## config.mk

```make
export PLATFORM = sky130hd
export DESIGN_NAME = cg_stack_seq
export DESIGN_NICKNAME = d
export VERILOG_FILES = /design/src/rtl/cgs_pkg.sv /design/src/rtl/cgs_room_check.sv /design/src/rtl/cgs_param_walk.sv /design/src/rtl/cg_stack_seq.sv
export SDC_FILE = /design/constraint.sdc
export NUM_CORES = 1
export LEC_CHECK = 0
export BUFFER_PORTS_ARGS = -buffer_cell sky130_fd_sc_hd__buf_2
export CAP_MARGIN = 20
export CORE_ASPECT_RATIO = 2
export CORE_MARGIN = 2
export CORE_UTILIZATION = 55
export CTS_CLUSTER_DIAMETER = 150
export DETAILED_ROUTE_END_ITERATION = 10
export GPL_TIMING_DRIVEN = 0
export PLACE_DENSITY = 0.8
export SYNTH_ARGS = -nofsm -noshare
export SYNTH_HDL_FRONTEND = slang
export SYNTH_SLANG_ARGS = --single-unit
```

## constraint.sdc

```tcl
create_clock -name clk -period 10.9 [get_ports clk]
set_clock_uncertainty 0.2 [all_clocks]
set_input_delay 0.545 -clock clk [delete_from_list [all_inputs] [get_ports clk]]
set_output_delay 0.545 -clock clk [all_outputs]
set_load 0.005 [all_outputs]
```

## src/rtl/cgs_pkg.sv

```systemverilog
// Shared widths, state encoding and captured request for the call gate
// stack sequencer. Assumes 16-bit selectors and 32-bit offsets.
package cgs_pkg;
    localparam int SEL_W = 16;
    localparam int OFS_W = 32;
    localparam int CNT_W = 5;
    localparam int WC_W  = 8;

    typedef enum logic [3:0] {
        ST_IDLE, ST_CHK, ST_PSS, ST_PSP, ST_RD, ST_WR, ST_PCS, ST_PIP, ST_DONE
    } cgs_state_e;

    typedef struct packed {
        logic             raise;
        logic             op32;
        logic [CNT_W-1:0] nparm;
        logic [SEL_W-1:0] old_ss;
        logic [OFS_W-1:0] old_esp;
        logic [OFS_W-1:0] old_floor;
        logic [SEL_W-1:0] new_ss;
        logic [OFS_W-1:0] new_esp;
        logic [OFS_W-1:0] new_floor;
        logic [1:0]       new_dpl;
        logic [SEL_W-1:0] tgt_cs;
        logic [OFS_W-1:0] tgt_eip;
        logic [OFS_W-1:0] cs_limit;
        logic [SEL_W-1:0] ret_cs;
        logic [OFS_W-1:0] ret_eip;
    } cgs_req_t;
endpackage

```

## src/rtl/cgs_room_check.sv

```systemverilog
// Decides whether the selected stack can take every push of the call.
// Pure combinational; assumes floor + need does not exceed OW+1 bits.
module cgs_room_check #(
    parameter int OW = 32,
    parameter int CW = 5
) (
    input  logic          raise,
    input  logic          op32,
    input  logic [CW-1:0] nparm,
    input  logic [OW-1:0] esp,
    input  logic [OW-1:0] floor_ofs,
    output logic          fits
);
    logic [OW:0] need;
    logic [OW:0] lowest;

    // Size-dependent overhead plus parameter bytes, compared with headroom.
    always_comb begin
        if (raise)
            need = ((OW+1)'(nparm) << (op32 ? 2 : 1)) + (op32 ? (OW+1)'(16) : (OW+1)'(8));
        else
            need = op32 ? (OW+1)'(8) : (OW+1)'(4);
        lowest = {1'b0, floor_ofs} + need;
        fits   = {1'b0, esp} >= lowest;
    end
endmodule

```

## src/rtl/cgs_param_walk.sv

```systemverilog
// Tracks how many parameters remain and where the next oldest one lies
// on the caller stack. Assumes step is only pulsed while count is nonzero.
module cgs_param_walk #(
    parameter int OW = 32,
    parameter int CW = 5
) (
    input  logic          clk,
    input  logic          rst_n,
    input  logic          load,
    input  logic          step,
    input  logic          op32,
    input  logic [CW-1:0] nparm,
    input  logic [OW-1:0] base,
    output logic [OW-1:0] rd_addr,
    output logic          none,
    output logic          last
);
    logic [CW-1:0] rem_q;
    logic [OW-1:0] ptr_q;
    logic [OW-1:0] psz;

    assign psz     = op32 ? OW'(4) : OW'(2);
    assign rd_addr = ptr_q;
    assign none    = (rem_q == '0);
    assign last    = (rem_q == CW'(1));

    // Load start point at the oldest parameter, then walk toward old ESP.
    always_ff @(posedge clk) begin
        if (!rst_n) begin
            rem_q <= '0;
            ptr_q <= '0;
        end else if (load) begin
            rem_q <= nparm;
            ptr_q <= base + (OW'(nparm) << (op32 ? 2 : 1)) - psz;
        end else if (step) begin
            rem_q <= rem_q - CW'(1);
            ptr_q <= ptr_q - psz;
        end
    end

    AST_WALK_NO_UNDERFLOW: assert property (@(posedge clk) disable iff (!rst_n)
        step |-> !none);
endmodule

```

## src/rtl/cg_stack_seq.sv

```systemverilog
// Sequencer for the stack traffic of a call through a call gate. Captures
// the request, checks target limit and stack room, then issues one memory
// access per cycle. Assumes memory answers reads one cycle later.
module cg_stack_seq
    import cgs_pkg::*;
#(
    parameter logic [1:0] RESET_CPL = 2'd3
) (
    input  logic             clk,
    input  logic             rst_n,
    input  logic             start_i,
    input  logic             raise_i,
    input  logic             op32_i,
    input  logic [WC_W-1:0]  word_cnt_i,
    input  logic [SEL_W-1:0] old_ss_i,
    input  logic [OFS_W-1:0] old_esp_i,
    input  logic [OFS_W-1:0] old_floor_i,
    input  logic [SEL_W-1:0] new_ss_i,
    input  logic [OFS_W-1:0] new_esp_i,
    input  logic [OFS_W-1:0] new_floor_i,
    input  logic [1:0]       new_dpl_i,
    input  logic [SEL_W-1:0] tgt_cs_i,
    input  logic [OFS_W-1:0] tgt_eip_i,
    input  logic [OFS_W-1:0] cs_limit_i,
    input  logic [SEL_W-1:0] ret_cs_i,
    input  logic [OFS_W-1:0] ret_eip_i,
    output logic             mem_req_o,
    output logic             mem_we_o,
    output logic             mem_wide_o,
    output logic [SEL_W-1:0] mem_seg_o,
    output logic [OFS_W-1:0] mem_addr_o,
    output logic [OFS_W-1:0] mem_wdata_o,
    input  logic [OFS_W-1:0] mem_rdata_i,
    output logic             done_o,
    output logic             fault_gp_o,
    output logic             fault_ss_o,
    output logic [SEL_W-1:0] ss_o,
    output logic [OFS_W-1:0] esp_o,
    output logic [SEL_W-1:0] cs_o,
    output logic [OFS_W-1:0] eip_o,
    output logic [1:0]       cpl_o
);
    localparam int HALF = OFS_W / 2;

    cgs_state_e       state_q;
    cgs_req_t         rq;
    logic [OFS_W-1:0] sp_q;
    logic [OFS_W-1:0] psz, push_addr, tgt_eff, stk_esp, stk_floor, walk_addr;
    logic [SEL_W-1:0] stk_ss;
    logic             fits, gp_bad, walk_none, walk_last;
    logic [1:0]       cpl_next;

    // Derived quantities of the captured request.
    always_comb begin
        psz       = rq.op32 ? OFS_W'(4) : OFS_W'(2);
        push_addr = sp_q - psz;
        tgt_eff   = rq.op32 ? rq.tgt_eip : {{HALF{1'b0}}, rq.tgt_eip[HALF-1:0]};
        gp_bad    = tgt_eff > rq.cs_limit;
        stk_ss    = rq.raise ? rq.new_ss    : rq.old_ss;
        stk_esp   = rq.raise ? rq.new_esp   : rq.old_esp;
        stk_floor = rq.raise ? rq.new_floor : rq.old_floor;
        cpl_next  = rq.raise ? rq.new_dpl   : cpl_o;
    end

    cgs_room_check #(.OW(OFS_W), .CW(CNT_W)) u_room (
        .raise(rq.raise), .op32(rq.op32), .nparm(rq.nparm),
        .esp(stk_esp), .floor_ofs(stk_floor), .fits(fits)
    );

    cgs_param_walk #(.OW(OFS_W), .CW(CNT_W)) u_walk (
        .clk(clk), .rst_n(rst_n),
        .load(state_q == ST_CHK), .step(state_q == ST_WR),
        .op32(rq.op32), .nparm(rq.nparm), .base(rq.old_esp),
        .rd_addr(walk_addr), .none(walk_none), .last(walk_last)
    );

    // Memory port drive for the current state.
    always_comb begin
        mem_req_o   = 1'b1;
        mem_we_o    = 1'b1;
        mem_wide_o  = rq.op32;
        mem_seg_o   = stk_ss;
        mem_addr_o  = push_addr;
        mem_wdata_o = '0;
        unique case (state_q)
            ST_PSS: mem_wdata_o = OFS_W'(rq.old_ss);
            ST_PSP: mem_wdata_o = rq.op32 ? rq.old_esp : OFS_W'(rq.old_esp[HALF-1:0]);
            ST_RD: begin
                mem_we_o   = 1'b0;
                mem_seg_o  = rq.old_ss;
                mem_addr_o = walk_addr;
            end
            ST_WR:  mem_wdata_o = rq.op32 ? mem_rdata_i : OFS_W'(mem_rdata_i[HALF-1:0]);
            ST_PCS: mem_wdata_o = OFS_W'(rq.ret_cs);
            ST_PIP: mem_wdata_o = rq.op32 ? rq.ret_eip : OFS_W'(rq.ret_eip[HALF-1:0]);
            default: begin
                mem_req_o = 1'b0;
                mem_we_o  = 1'b0;
            end
        endcase
    end

    assign done_o = (state_q == ST_DONE);

    // Sequence control, stack pointer walk and architectural update.
    always_ff @(posedge clk) begin
        if (!rst_n) begin
            state_q    <= ST_IDLE;
            rq         <= '0;
            sp_q       <= '0;
            fault_gp_o <= 1'b0;
            fault_ss_o <= 1'b0;
            ss_o       <= '0;
            esp_o      <= '0;
            cs_o       <= '0;
            eip_o      <= '0;
            cpl_o      <= RESET_CPL;
        end else begin
            fault_gp_o <= 1'b0;
            fault_ss_o <= 1'b0;
            unique case (state_q)
                ST_IDLE: if (start_i) begin
                    rq <= '{raise: raise_i, op32: op32_i, nparm: word_cnt_i[CNT_W-1:0],
                            old_ss: old_ss_i, old_esp: old_esp_i, old_floor: old_floor_i,
                            new_ss: new_ss_i, new_esp: new_esp_i, new_floor: new_floor_i,
                            new_dpl: new_dpl_i, tgt_cs: tgt_cs_i, tgt_eip: tgt_eip_i,
                            cs_limit: cs_limit_i, ret_cs: ret_cs_i, ret_eip: ret_eip_i};
                    state_q <= ST_CHK;
                end
                ST_CHK: begin
                    sp_q <= stk_esp;
                    if (gp_bad) begin
                        fault_gp_o <= 1'b1;
                        state_q    <= ST_IDLE;
                    end else if (!fits) begin
                        fault_ss_o <= 1'b1;
                        state_q    <= ST_IDLE;
                    end else begin
                        state_q <= rq.raise ? ST_PSS : ST_PCS;
                    end
                end
                ST_PSS: begin
                    sp_q    <= push_addr;
                    state_q <= ST_PSP;
                end
                ST_PSP: begin
                    sp_q    <= push_addr;
                    state_q <= walk_none ? ST_PCS : ST_RD;
                end
                ST_RD: state_q <= ST_WR;
                ST_WR: begin
                    sp_q    <= push_addr;
                    state_q <= walk_last ? ST_PCS : ST_RD;
                end
                ST_PCS: begin
                    sp_q    <= push_addr;
                    state_q <= ST_PIP;
                end
                ST_PIP: begin
                    sp_q    <= push_addr;
                    ss_o    <= stk_ss;
                    esp_o   <= push_addr;
                    eip_o   <= tgt_eff;
                    cpl_o   <= cpl_next;
                    cs_o    <= {rq.tgt_cs[SEL_W-1:2], cpl_next};
                    state_q <= ST_DONE;
                end
                default: state_q <= ST_IDLE;
            endcase
        end
    end

    AST_NO_WRITE_BELOW_FLOOR: assert property (@(posedge clk) disable iff (!rst_n)
        (mem_req_o && mem_we_o) |-> (mem_addr_o >= stk_floor));
    AST_PUSH_DESCENDS: assert property (@(posedge clk) disable iff (!rst_n)
        (mem_req_o && mem_we_o && $past(mem_req_o && mem_we_o)) |-> (mem_addr_o < $past(mem_addr_o)));
    AST_READ_THEN_WRITE: assert property (@(posedge clk) disable iff (!rst_n)
        (mem_req_o && !mem_we_o) |=> (mem_req_o && mem_we_o));
    AST_ONE_OUTCOME: assert property (@(posedge clk) disable iff (!rst_n)
        $onehot0({done_o, fault_gp_o, fault_ss_o}));
    AST_FAULT_QUIET: assert property (@(posedge clk) disable iff (!rst_n)
        (fault_gp_o || fault_ss_o) |-> !mem_req_o);
    AST_FAULT_ONE_CYCLE: assert property (@(posedge clk) disable iff (!rst_n)
        (fault_gp_o || fault_ss_o) |=> !(fault_gp_o || fault_ss_o));
    AST_ARCH_ONLY_AT_DONE: assert property (@(posedge clk) disable iff (!rst_n)
        !$stable({ss_o, esp_o, cs_o, eip_o, cpl_o}) |-> done_o);
endmodule

```

==> results.yml, run 1 <==
logic_synthesis:
  netlist-cell-type-count: 84
  ys_async_sr_fraction_pct: 0
  post_synth_inst_count: 3230
  yosysWarningCount: 0
  synthesis.area_sq_um: 24180
  postSynthAreaPerCell_sq_um: 7.485
  synth_edf_count: 0
  synth_sequential_area_ratio_pct: 38.75
  postSynthRegisterBits: 468
  top_reg_cell_synth: "dfxtp_1"
finish:
  area_growth_pct: 20.12
  final_net_count: 4254
  utilization_pct: 66.95
  fraction_of_final_layout_cells_with_drive_strength_greater_than_1_pct: 17.07
  post-route-cell-area_sq_um: 29040
die:
  die_height_um: 300.5
  starting_density_of_the_core_pct: 55.74
  design.core.area_sq_um: 43380
  num_rows: 108
  floorplan.io_pins: 519
  die_w_um: 152.3
  die_area_sq_um: 45750
worst_setup_path:
  worst_setup_path_start_kind: "flip-flop"
  required_ns: 11.17
  rr_endpoint: "fault_ss_o"
  ff2ff_setup_slack_ns: 2.09
  critPathMaxStageDelay_ns: 0.80
  critPathMaxFanout: 10
  timing.critical_path.mode_cell: "clkbuf_1"
  critPathCaptureType: "flip-flop"
  worst_ep_arrival_time_ns: 9.08
  crit-reg2reg-launch: "rq[296]"
  ff2ff_path_depth: 29
  critical_path.slowest_cell: "buf_1"
  timing.setup.critical_path_class: "flip-flop to flip-flop"
min_path:
  worst_hold_startpoint: "old_esp_i[26]"
  timing.hold.worst.class: "primary input to flip-flop"
  worstHoldEndpoint: "rq[268]"
  depth_of_the_worst_hold_timing_path: 3
drt:
  route.vias.total: 26360
  drt_iter0_markers: 2000
  detail_route.drc_violations: 0
  wl_per_cell_um: 24.35
  first_pass_iters: 9
  mean_number_of_vias_per_cell: 5.999
  number_of_nets_with_antenna_violations_after_routing: 0
  routed_wl_mm: 107.0
cts:
  cts-buffers-inserted: 43
  post_cts_hold_buffer_count: 0
  clkLatencyLatePin_ns: 0.58
  htree_levels: 2
  cts_tree: "yes"
  clk_root_buffer_cell: "clkbuf_16"
  buffers_inserted_during_post_cts_setup_optimization: 0
  cts-root-to-sink-buffers: 3
  clkSlewWorstSetupHoldPaths_ns: 0.07
  cts.sink_count: 468
  cts_resized: 0
pwr:
  p_per_area_nw_per_um2: 304.9
  ir_drop_mv: 0.1980
  p_leak_nw: 12.11
  finalPower_mw: 8.856
sta:
  finalHoldViolCount: 0
  rsz0062_at_grt: "false"
  setup_viol: 0
  slew_violations: 0
  tightest_slew_ns: 1.155
  maxSlewHeadroom_pct: 23.01
  fin_crit_ns: 8.811
  hold-worst-slack_ns: 0.005490
  achievable-frequency_mhz: 113.5
  period_share_pct: 80.83
  totalNegativeSetupSlack_ns: 0
placed_design:
  placed_cell_area_sq_um: 27490
  dp_hpwl_mm: 85.79
  place.gp.congestion: 1.056
  buffer_ports.inserted: 513
grt:
  first_global_vias: 25910
  pin_count_of_the_biggest_net_entering_global_routing: 17
  use_met2_pct: 77.51
  grtUsageTotal_pct: 44.87
  global_route_wire_length_before_repair_mm: 154.2
  use_met1_pct: 43.12
  grt_busiest_layer: "met2"
  grt-ovfl-total: 0
  met3_track_demand_over_resource_pct: 9.643
  grt_antenna_before_repair: 15
flow_run:
  max_cap_viol: 0
outcome:
  run_status: "complete, no violations"
## per-layer routing
metal / vias to the layer above / routed length, um / share of wire (%)
li1: 12200 / - / -
met1: 12220 / 33910 / 32
met2: 1395 / 51320 / 48
met3: 532 / 8672 / 8.1
met4: 6 / 13050 / 12
met5: - / 35 / 0.033
## flip-flops by register name (all words and copies together) (netlist names)
signal,cells
fault_gp_o,1
esp_o,32
eip_o,32
state_q,4
mem_wide_o,1
rq,294
ss_o,16
fault_ss_o,1
u_walk.rd_addr,32
cs_o,16
cpl_o,2
sp_q,32
u_walk.rem_q,5
## per-stage QoR
step	cells	worst slack [ns]
4_1_cts	4378	2.311
3_3_place_gp	4295	2.409
3_5_place_dp	4299	2.352
2_1_floorplan	3232	4.936
6_report	4393	2.089
5_1_grt	4388	1.783
## placed cells by master, fill, tap and decap left out, drive strengths merged, types with 15 or more instances in the layout
cell,instances
a31oi,15
nand4,21
a222oi,16
buf,535
dfxtp,468
inv,105
nor2,218
a211oi,52
mux2,30
xor2,38
nand2,857
a21o,32
nor3,31
a21oi,480
a22oi,43
a221oi,22
o21ai,116
ha,116
and2,23
nor2b,19
clkbuf,263
nand3,58
xnor2,50
mux2i,45
## where the power goes
| part | internal, mW | leakage [nW] | switching, mW |
|---|---|---|---|
| Sequential | 2.05 | 3.82 | 0.342 |
| Combinational | 1.69 | 7.55 | 3.14 |
| Clock | 0.917 | 0.740 | 0.714 |
## critical path, delay by kind of cell (launching register included)
family                   cells  cell delay (ns)
adder cells (fa/ha/maj)      2             0.48
XOR/XNOR                     1             0.20
AO/OA/AOI/OAI                6             1.47
AND/OR/NAND/NOR             10             1.60
flip-flops                   1             0.40
buffers and inverters       10             4.34
## cell usage after synthesis (3+ instances only)
cell type    n  area (sq um)
nand2_1    856          3213
a21oi_1    480          2402
dfxtp_1    468          9369
nor2_1     218         818.3
clkbuf_1   198         743.2
ha_1       116          1451
o21ai_0    112         560.5
inv_1      102         382.9
nand3_1     57         285.3
a211oi_1    52         390.4
xnor2_1     50         437.9
mux2i_1     45         450.4
a22oi_1     43         322.8
xor2_1      38         332.8
a21o_1      32         240.2
mux2_2      30         337.8
nor3_1      28         140.1
and2_1      23         143.9
a221oi_1    22         192.7
nand4_1     21         131.4
nor2b_1     19         118.9
a222oi_1    16         160.2
a31oi_1     15         93.84
o22ai_1     14         87.58
buf_1       13         48.80
nand2b_1    13         81.33
nor4_1      13         81.33
and3_1      10         62.56
o211ai_1    10         75.07
o21a_1       8         60.06
or3_1        8         50.05
nand3b_1     7         52.55
a2111oi_0    6         52.55
fa_1         5         100.1
o31ai_1      5         37.54
o21ai_1      4         20.02
a21boi_0     3         22.52
and4_1       3         26.28
o21bai_1     3         22.52
o41ai_1      3         26.28
or4_1        3         22.52
or4_4        3         33.78
## layout make-up
cell class | count | area, sq um
Fill cell | 4046 | 14340
Tap cell | 550 | 688.2
Timing Repair Buffer | 521 | 2644
Multi-Input combinational cell | 2443 | 13580
Clock buffer | 60 | 1271
Sequential cell | 468 | 9369
Inverter | 103 | 386.6
Clock inverter | 19 | 226.5
Antenna cell | 11 | 27.53
Buffer | 218 | 852.1
## logic make-up after synthesis
group	Yosys count	share of synthesized area, %
other cells	2	0.03106
xor+xnor	88	3.188
flops	468	38.75
buf+inv	321	5.123
mux	75	3.260
compound gates	851	20.61
fa+ha+maj	121	6.417
simple gates	1304	22.62
## worst max-delay path by stage
stage	start	endpoint	slack, ns	depth (start not counted)
5_1_grt	rq[296]	fault_ss_o	1.78	29
3_5_place_dp	rq[296]	fault_ss_o	2.35	29
4_1_cts	rq[296]	fault_ss_o	2.31	29
3_3_place_gp	rq[296]	state_q[1]	2.41	29
2_1_floorplan	rq[296]	state_q[2]	4.94	29
6_report	rq[296]	fault_ss_o	2.09	29
Power figures use the tool's default switching activity.
==> inputs of run 2 (changes only) <==
- CORE_UTILIZATION: 55 -> 50
- PLACE_DENSITY: 0.8 -> 0.77
- clock period: 10.9 -> 7.9 ns (I/O delays scaled with it)
==> run 2 against run 1 <==
  * Combinational power grew 51%
  * Total power grew 45%
  * Register-to-register slack lost 1.8 ns
  * Sequential cell count is the same
  * Setup slack lost 1.8 ns
  * Hold slack gained 0.020 ns
  * First-iteration DRC count grew 46%
  * Core utilization shrank 0.37 points
  * Critical path depth shrank 2
  * Via count grew 6.9%
  * Design area grew 10%
==> results.yml, run 2 (synthesis results as in run 1) <==
outcome:
  run_status: "complete, no violations"
die:
  starting_density_of_the_core_pct: 50.30
  die_area_sq_um: 50240
  design.core.area_sq_um: 48070
  die_w_um: 159.5
  num_rows: 114
  die_height_um: 315.0
  floorplan.io_pins: 519
pwr:
  cell_internal_pwr_mw: 6.446
  p_leak_nw: 13.31
  power.share.switching_pct: 49.65
  p_per_area_nw_per_um2: 400.0
  p_switching_mw: 6.357
  pwr-share-seq_pct: 25.9
  clock_network_fraction_of_total_power_pct: 17.2
  comb_power_share_pct: 56.9
  ir_drop_mv: 0.3629
finish:
  layout_commonest_cell: "nand2_1"
  fraction_of_final_layout_cells_with_drive_strength_greater_than_1_pct: 15.86
  final_net_count: 4543
  area_growth_pct: 32.38
  largest_reg_flops: 294
  top_register: "rq"
  final_cells: 4759
  nFillCells: 4043
  utilization_pct: 66.58
  most-common-layout-cells: "nand2_1 (856), buf_2 (519), a21oi_1 (480)"
grt:
  first_global_vias: 27700
  grt-ovfl-total: 0
  grt_antenna_before_repair: 5
  pin_count_of_the_biggest_net_entering_global_routing: 18
  global_route_wire_length_before_repair_mm: 168.8
  grtUsageTotal_pct: 44.23
placed_design:
  place_inst: 4384
  dp_hpwl_mm: 85.21
  buffer_ports.inserted: 513
  pre_cts_slack_ns: -1.079
  place.gp.congestion: 1.032
cts:
  htree_levels: 2
  clkSlewWorstSetupHoldPaths_ns: 0.07
  clk_root_buffer_cell: "clkbuf_16"
  clkLatencyLatePin_ns: 0.60
  cts-buffers-inserted: 43
  cts_tree: "yes"
  cts-root-to-sink-buffers: 3
  cts.sink_count: 468
worst_setup_path:
  timing.setup.critical_path_class: "flip-flop to flip-flop"
  cp_num_buf_inv: 5
  worst_setup_path_start_kind: "flip-flop"
  rr_endpoint: "fault_ss_o"
  endpoint: "fault_ss_o"
  critPathMaxStageDelay_ns: 0.94
  crit-reg2reg-launch: "mem_wide_o"
  required_ns: 8.15
  ff2ff_setup_slack_ns: 0.26
  worstSetupStartpoint: "mem_wide_o"
  crit_path_leading_delay_family: "simple AND/OR/NAND/NOR gates"
  critical_path.slowest_cell: "dfxtp_1"
  worst_ep_arrival_time_ns: 7.89
  ff2ff_path_depth: 27
  critPathCaptureType: "flip-flop"
  critPathMaxFanout: 10
  critical_path_cell_count: 27
flow_run:
  max_cap_viol: 0
min_path:
  timing.hold.worst.class: "primary input to flip-flop"
sta:
  tightest_slew_ns: 1.296
  fin_crit_ns: 7.641
  slew_violations: 0
  period_share_pct: 96.72
  totalNegativeSetupSlack_ns: 0
  postLayoutSetupSlackWorst_ns: 0.2595
  maxSlewHeadroom_pct: 12.71
  achievable-frequency_mhz: 130.9
  setup_viol: 0
  rsz0062_at_grt: "false"
  finalHoldViolCount: 0
  hold-worst-slack_ns: 0.02519
drt:
  mean_number_of_vias_per_cell: 5.920
  route.vias.total: 28180
  drt_iter0_markers: 2918
  wl_per_cell_um: 24.18
  routed_wl_mm: 115.1
  detail_route.drc_violations: 0
  number_of_nets_with_antenna_violations_after_routing: 0
  first_pass_iters: 9
-- run 2: cell count changes in the layout (fill, tap and decap cells not counted), moves of 2 or more --
| cell | before | now |
|---|---|---|
| buf_2 | 517 | 519 |
| buf_1 | 13 | 10 |
| diode_2 | 11 | 4 |
| clkinv_4 | 2 | 4 |
| clkbuf_4 | 2 | 0 |
| dlygate4sd3_1 | 0 | 296 |
| clkbuf_8 | 12 | 9 |
| clkinv_2 | 8 | 5 |
| clkbuf_1 | 203 | 199 |
| clkbuf_2 | 2 | 4 |
-- run 2: cell type report --
cell class	instances	area [sq um]	area share [%]
multi-input combinational	2443	13590	42.46
clock buffer	57	1209	3.777
timing repair buffer	811	5553	17.35
buffer	217	857.1	2.678
antenna	4	10.01	0.03128
clock inverter	18	232.7	0.7272
tap	638	798.3	2.494
sequential	468	9370	29.28
inverter	103	386.6	1.208
-- run 2: repair_timing --
item / 4_1_cts / 5_1_grt
hold endpoints to repair: 297 / 0
hold buffers: 296 / 0
setup endpoints to repair: 3 / 3
setup buffers: 0 / 0
resized for setup: 10 / 5
pin swaps: 0 / 0
-- run 2: worst register-to-register path, delay by kind of cell, from the launching register on --
| family | cells | cell delay (ns) |
|---|---|---|
| simple gates | 10 | 2.05 |
| buf+inv | 5 | 1.77 |
| compound gates | 6 | 1.02 |
| flops | 1 | 0.94 |
| fa+ha+maj | 3 | 0.84 |
| mux | 1 | 0.41 |
| xor+xnor | 2 | 0.26 |
-- run 2: through the flow --
stage	area [sq um]	total power, mW
after detailed placement	27560	10.15
after global placement	27550	10.09
after floorplan	24180	7.288
after global routing	32000	13.35
after CTS	31980	12.45
final	32000	12.80
-- run 2: how the worst min path moves through the flow --
stage	start	to	cells after the start
final	rst_n	state_q[2]	3
after global routing	rst_n	state_q[2]	3
after CTS	rst_n	state_q[2]	3
after detailed placement	rq[104]	rq[104]	2
after global placement	rq[105]	rq[105]	2
after floorplan	rq[100]	rq[100]	2
-- run 2: power by group through the flow --
stage	registers, mW	logic (mW)	clock network (mW)
floorplan	3.16	4.13	0
global placement	3.32	6.77	0
detailed placement	3.33	6.82	0
CTS	3.28	6.98	2.20
global route	3.36	7.72	2.28
finish	3.32	7.29	2.20
-- run 2: per-layer routing --
layer	global-route usage [%]	wire, um
met5	0	0
met4	35.45	11170
met3	8.630	10180
met2	73.19	52440
met1	49.56	41310
